<file path="config.mk">
export PLATFORM = sky130hd
export DESIGN_NAME = diag_status_reg
export DESIGN_NICKNAME = d
export VERILOG_FILES = /design/src/rtl/diag_pkg.sv /design/src/rtl/diag_vbat_filter.sv /design/src/rtl/diag_sat_counter.sv /design/src/rtl/diag_quiet_timer.sv /design/src/rtl/diag_status_reg.sv
export SDC_FILE = /design/constraint.sdc
export NUM_CORES = 1
export LEC_CHECK = 0
export BUFFER_PORTS_ARGS = -buffer_cell sky130_fd_sc_hd__clkbuf_2
export CAP_MARGIN = 25
export CORE_ASPECT_RATIO = 0.75
export CORE_MARGIN = 8
export CORE_UTILIZATION = 50
export CTS_BUF_LIST = sky130_fd_sc_hd__clkbuf_16
export DETAILED_ROUTE_END_ITERATION = 8
export PLACE_DENSITY = 0.75
export RECOVER_POWER = 100
export SYNTH_ARGS = -nofsm -noshare
export SYNTH_HDL_FRONTEND = slang
export SYNTH_SLANG_ARGS = --single-unit
</file>
<file path="constraint.sdc">
create_clock -name clk -period 2.2 [get_ports clk]
set_clock_uncertainty 0.2 [all_clocks]
set_input_delay 0.11 -clock clk [delete_from_list [all_inputs] [get_ports clk]]
set_output_delay 0.11 -clock clk [all_outputs]
set_load 0.02 [all_outputs]
</file>
<file path="src/rtl/diag_pkg.sv">
package diag_pkg;
    localparam int RST_W = 3;
    localparam int WD_W  = 4;

    typedef enum logic [1:0] {
        SUP_OK      = 2'd0,
        SUP_DIP     = 2'd1,
        SUP_TRIPPED = 2'd2
    } sup_state_t;
endpackage

</file>
<file path="src/rtl/diag_vbat_filter.sv">
module diag_vbat_filter
    import diag_pkg::*;
#(
    parameter int FILT_CYCLES = 8
) (
    input  logic clk,
    input  logic rst_n,
    input  logic low_i,
    output logic trip_o
);
    localparam int CW = $clog2(FILT_CYCLES + 1);

    sup_state_t    state_q, state_d;
    logic [CW-1:0] cnt_q, cnt_d;

    // state register
    always_ff @(posedge clk or negedge rst_n) begin
        if (!rst_n) begin
            state_q <= SUP_OK;
            cnt_q   <= '0;
        end else begin
            state_q <= state_d;
            cnt_q   <= cnt_d;
        end
    end

    // next state and outputs
    always_comb begin
        state_d = state_q;
        cnt_d   = cnt_q;
        trip_o  = 1'b0;
        unique case (state_q)
            SUP_OK: begin
                if (low_i) begin
                    state_d = SUP_DIP;
                    cnt_d   = CW'(1);
                end
            end
            SUP_DIP: begin
                if (!low_i) begin
                    state_d = SUP_OK;
                end else if (cnt_q == CW'(FILT_CYCLES)) begin
                    state_d = SUP_TRIPPED;
                    trip_o  = 1'b1;
                end else begin
                    cnt_d = cnt_q + CW'(1);
                end
            end
            SUP_TRIPPED: begin
                if (!low_i) state_d = SUP_OK;
            end
            default: state_d = SUP_OK;
        endcase
    end

    a_r4_trip_while_low: assert property (@(posedge clk) disable iff (!rst_n)
        trip_o |-> low_i);
    a_r4_dip_follows_low: assert property (@(posedge clk) disable iff (!rst_n)
        (state_q == SUP_DIP) |-> $past(low_i));
endmodule

</file>
<file path="src/rtl/diag_sat_counter.sv">
module diag_sat_counter #(
    parameter int W = 3
) (
    input  logic         clk,
    input  logic         rst_n,
    input  logic         inc_i,
    input  logic         clr_i,
    output logic [W-1:0] cnt_o,
    output logic         full_o
);
    localparam logic [W-1:0] TOP = '1;

    always_ff @(posedge clk or negedge rst_n) begin
        if (!rst_n)                     cnt_o <= '0;
        else if (clr_i)                 cnt_o <= '0;
        else if (inc_i && cnt_o != TOP) cnt_o <= cnt_o + W'(1);
    end

    assign full_o = (cnt_o == TOP);

    a_r6_r8_no_wrap: assert property (@(posedge clk) disable iff (!rst_n)
        (full_o && !clr_i) |=> full_o);
    a_r7_r9_clear_zeroes: assert property (@(posedge clk) disable iff (!rst_n)
        clr_i |=> (cnt_o == '0));
endmodule

</file>
<file path="src/rtl/diag_quiet_timer.sv">
module diag_quiet_timer #(
    parameter int QUIET_TICKS = 60
) (
    input  logic clk,
    input  logic rst_n,
    input  logic active_i,
    input  logic restart_i,
    input  logic tick_i,
    output logic expire_o
);
    localparam int QW = $clog2(QUIET_TICKS + 1);

    logic [QW-1:0] ticks_q;

    assign expire_o = active_i && tick_i && !restart_i
                      && (ticks_q == QW'(QUIET_TICKS - 1));

    always_ff @(posedge clk or negedge rst_n) begin
        if (!rst_n)                    ticks_q <= '0;
        else if (restart_i || !active_i) ticks_q <= '0;
        else if (expire_o)             ticks_q <= '0;
        else if (tick_i)               ticks_q <= ticks_q + QW'(1);
    end

    a_r7_expire_on_tick: assert property (@(posedge clk) disable iff (!rst_n)
        expire_o |-> tick_i);
endmodule

</file>
<file path="src/rtl/diag_status_reg.sv">
module diag_status_reg
    import diag_pkg::*;
#(
    parameter int FILT_CYCLES = 8,
    parameter int QUIET_TICKS = 60
) (
    input  logic        clk,
    input  logic        rst_n,
    input  logic        therm_warn_i,
    input  logic        therm_sd1_i,
    input  logic        therm_sd2_i,
    input  logic        vbat_low_i,
    input  logic [1:0]  wake_src_i,
    input  logic        wd_ok_i,
    input  logic        wd_miss_i,
    input  logic        tick_i,
    input  logic        rd_clr_i,
    output logic [15:0] status_o,
    output logic        force_stby_o
);
    logic             tw_q, sd1_q, vfail_q;
    logic [1:0]       wake_q;
    logic             vbat_trip;
    logic             quiet_expire;
    logic [RST_W-1:0] rst_cnt;
    logic [WD_W-1:0]  wd_cnt;
    logic             rst_full, wd_full;

    diag_vbat_filter #(.FILT_CYCLES(FILT_CYCLES)) u_filt (
        .clk(clk), .rst_n(rst_n), .low_i(vbat_low_i), .trip_o(vbat_trip)
    );

    diag_quiet_timer #(.QUIET_TICKS(QUIET_TICKS)) u_quiet (
        .clk(clk), .rst_n(rst_n), .active_i(rst_cnt != '0),
        .restart_i(therm_sd2_i), .tick_i(tick_i), .expire_o(quiet_expire)
    );

    diag_sat_counter #(.W(RST_W)) u_rst_cnt (
        .clk(clk), .rst_n(rst_n), .inc_i(therm_sd2_i), .clr_i(quiet_expire),
        .cnt_o(rst_cnt), .full_o(rst_full)
    );

    diag_sat_counter #(.W(WD_W)) u_wd_cnt (
        .clk(clk), .rst_n(rst_n), .inc_i(wd_miss_i), .clr_i(wd_ok_i),
        .cnt_o(wd_cnt), .full_o(wd_full)
    );

    // sticky flags: a new event outranks a clearing read
    always_ff @(posedge clk or negedge rst_n) begin
        if (!rst_n) begin
            tw_q    <= 1'b0;
            sd1_q   <= 1'b0;
            vfail_q <= 1'b0;
            wake_q  <= 2'b00;
        end else begin
            tw_q    <= therm_warn_i | (tw_q    & ~rd_clr_i);
            sd1_q   <= therm_sd1_i  | (sd1_q   & ~rd_clr_i);
            vfail_q <= vbat_trip    | (vfail_q & ~rd_clr_i);
            if (rd_clr_i) wake_q <= wake_src_i;
        end
    end

    assign status_o     = {tw_q, sd1_q, vfail_q, wake_q, 4'b0000, rst_cnt, wd_cnt};
    assign force_stby_o = rst_full | wd_full;

    a_r2_warn_sticky: assert property (@(posedge clk) disable iff (!rst_n)
        (tw_q && !rd_clr_i) |=> tw_q);
    a_r3_event_wins: assert property (@(posedge clk) disable iff (!rst_n)
        (therm_sd1_i && rd_clr_i) |=> sd1_q);
    a_r5_wake_hold: assert property (@(posedge clk) disable iff (!rst_n)
        !rd_clr_i |=> $stable(wake_q));
    a_r7_quiet_clear: assert property (@(posedge clk) disable iff (!rst_n)
        $fell(rst_cnt != '0) |-> $past(tick_i));
    a_r10_force_cause: assert property (@(posedge clk) disable iff (!rst_n)
        $rose(force_stby_o) |-> $past(therm_sd2_i || wd_miss_i));
endmodule

</file>
==> metrics.cfg <==
[run_status]
status = finished, final reports clean

[power]
p_total_uw = 1312
power_density_mw_per_mm2 = 829.7
p_leak_uw = 0.0007154
vdd.ir_drop.worst_uv = 614.3

[detailed_routing]
via_count = 1049
drt_first_pass_iters = 4
wl_per_cell_um = 14.08
ant_nets = 0
drc = 0
wl_mm = 2.746
viasPerCell = 5.379
drt-initial-drc-count = 18

[clock_network]
cts_hold_buf = 11
cts_tree = done
root_buffer = clkbuf_16
clk_pin_slew_ns = 0.06
htreeDepth = 1
post_cts_buffers = 0
clkLatencyLatePin_ns = 0.25
cts_made_buffers = 3
cts.sinks = 24
post_cts_resized = 0
clock_path_buffers = 2

[layout]
seq_area_sq_um = 600.6
final_nets = 180
syn_to_final_growth_pct = 21.89
stdcell_count = 195
drive_gt1_frac = 0.1006
multiInputGateArea_sq_um = 613.1
n_antenna_cell = 0
design_area_sq_mm = 0.001582
fillCellCount = 224

[floorplan]
start_util = 0.5103
die_width_um = 74.82
die_h_um = 60.12
core_sq_mm = 0.002542
io-pin-count = 29
fp.dieArea_sq_mm = 0.004498
row_count = 16

[yosys]
synth-edff-count = 0
async_reset_ff_frac = 1.000
ys.flop_type = dfrtp_1
synth_top_cell_area_share = 0.4629
syn-instance-count = 126
yosys_warnings = 0
yosysSeqAreaShare = 0.4629
synth_commonest_cells = dfrtp_1 (24), inv_1 (10), a21oi_1 (9)
synth_top_area_cell = dfrtp_1
synth_area_leaders = dfrtp_1 (46%), ha_1 (6.8%), buf_4 (4.1%)
synth-seq-cells = 24
synthesis.area_sq_mm = 0.001297
yosys.cell_types.count = 38
synth.most_common_cell = dfrtp_1
avgSynthCellArea_sq_um = 10.30

[grt]
overflow = 0
grt_usage = 0.1305
grt_max_degree = 25
grt_pass1_vias = 1065
grt_pass1_wl_mm = 4.554
antenna_found_initial = 0

[critical_path]
crit_path_start_kind = flip-flop
cp.required_ns = 2.13
cp_top_family = buffers and inverters
crit_path_top_delay_cell = dlygate4sd3_1
crit_chain = ha_1 -> and3_1 -> o21ai_0 -> a21oi_1 -> dlygate4sd3_1
crit_arrival_ns = 2.03
r2r_start = u_wd_cnt.cnt_o[0]
path_buf_inv = 1
cp_max_fo = 5
cp-startpoint = u_wd_cnt.cnt_o[0]
crit_type = reg -> reg
end_kind = flip-flop
slowest_delay_ns = 0.55

[sta]
final.min_clock_period_ns = 2.094
final_hold_viol_count = 0
rsz0062_at_grt = false
relSlewSlack = 0.1827
finalCritPeriodShare = 0.9518
drv_slew = 0
holdWs_ns = 0.006883
worst_slew_pin_slew_ns = 1.226
finalSetupViolations = 0
tns_ns = 0
max_freq_mhz = 477.6

[placed_design]
portBuffers = 24
post_dp_cell_area_sq_mm = 0.001416
hpwl_mm = 2.090
dp_cells = 181
gp_congestion = 0.8432

[flow_run]
maxCapViolations = 0

[min_path]
hp-class = in -> reg
worstHoldStart = rd_clr_i

## metal layers
metal | vias up | track usage | share of wire | routed length [um]
met5 | - | 0 | 0 | 0
li1 | 507 | - | - | -
met1 | 495 | 0.1448 | 0.41 | 1137
met2 | 45 | 0.2248 | 0.48 | 1309
met3 | 2 | 0.05360 | 0.11 | 289
met4 | 0 | 0.03056 | 0.0036 | 10
## cell type report
class                      count  share of cell area
multi-input combinational     87              0.3877
sequential                    24              0.3797
timing repair buffer          35              0.1329
clock buffer                   3             0.04747
tap                           36             0.02848
inverter                      10             0.02373
## worst register-to-register path: stages (launching register included)
cell	delay, ns
dfrtp_1	0.41
ha_1	0.26
and3_1	0.20
o21ai_0	0.26
a21oi_1	0.10
dlygate4sd3_1	0.55
## state kept, by name, summed over array words and instances, names as in the netlist
name,cells
wake_q,2
tw_q,1
u_wd_cnt.cnt_o,4
u_filt.cnt_q,4
u_quiet.ticks_q,6
vfail_q,1
sd1_q,1
u_filt.state_q,2
u_rst_cnt.cnt_o,3
## worst paths after layout
check | slack [ns] | cells after the start | end
setup / recovery | 0.11 | 5 | u_wd_cnt.cnt_o[1]
hold / removal | 0.007 | 3 | vfail_q
setup reg to reg | 0.11 | 5 | u_wd_cnt.cnt_o[1]
hold reg to reg | 0.29 | 1 | tw_q
max in group asynchronous | 0.63 | 2 | u_filt.cnt_q[3]
min in group asynchronous | 0.44 | 2 | wake_q[0]
## stage by stage
stage	worst slack [ns]	util
3_5_place_dp	0.5563	0.5571
6_report	0.1061	0.6220
5_1_grt	0.02394	0.6220
2_1_floorplan	0.6169	-
3_3_place_gp	0.6317	0.5571
4_1_cts	0.1202	0.6299
## where the power goes
group / total (uW) / switching, uW / internal [uW] / leakage (uW)
clock network: 371 / 132 / 240 / 0.0000370
logic: 375 / 223 / 152 / 0.000371
registers: 566 / 59.9 / 506 / 0.000308
## cell usage in the layout, fill, tap and decap left out, types with 2 or more instances in the layout
| cell | instances |
|---|---|
| mux2i_1 | 4 |
| dfrtp_1 | 24 |
| clkbuf_1 | 16 |
| nand2b_1 | 7 |
| o211ai_1 | 2 |
| a21o_1 | 3 |
| clkbuf_16 | 3 |
| a21oi_1 | 9 |
| inv_1 | 10 |
| dlygate4sd3_1 | 11 |
| nor2b_1 | 2 |
| nand2_1 | 7 |
| mux2_2 | 2 |
| nand3b_1 | 2 |
| ha_1 | 7 |
| conb_1 | 4 |
| a31oi_1 | 5 |
| or3_1 | 2 |
| nand3_1 | 6 |
| clkbuf_2 | 8 |
| o21ai_0 | 6 |
## cells by family (layout without fill, tap and decap cells)
logic type,count (synthesis),in the layout,synth area share
DFF,24,24,0.4629
buffers and inverters,18,48,0.07329
and+or+nand+nor,38,38,0.1880
other,1,4,0.002890
muxes,7,7,0.05689
AOI/OAI and AO/OA,30,30,0.1418
adders and majority gates,7,7,0.06750
xor gates and xnor gates,1,1,0.006751
Power figures use the tool's default switching activity.
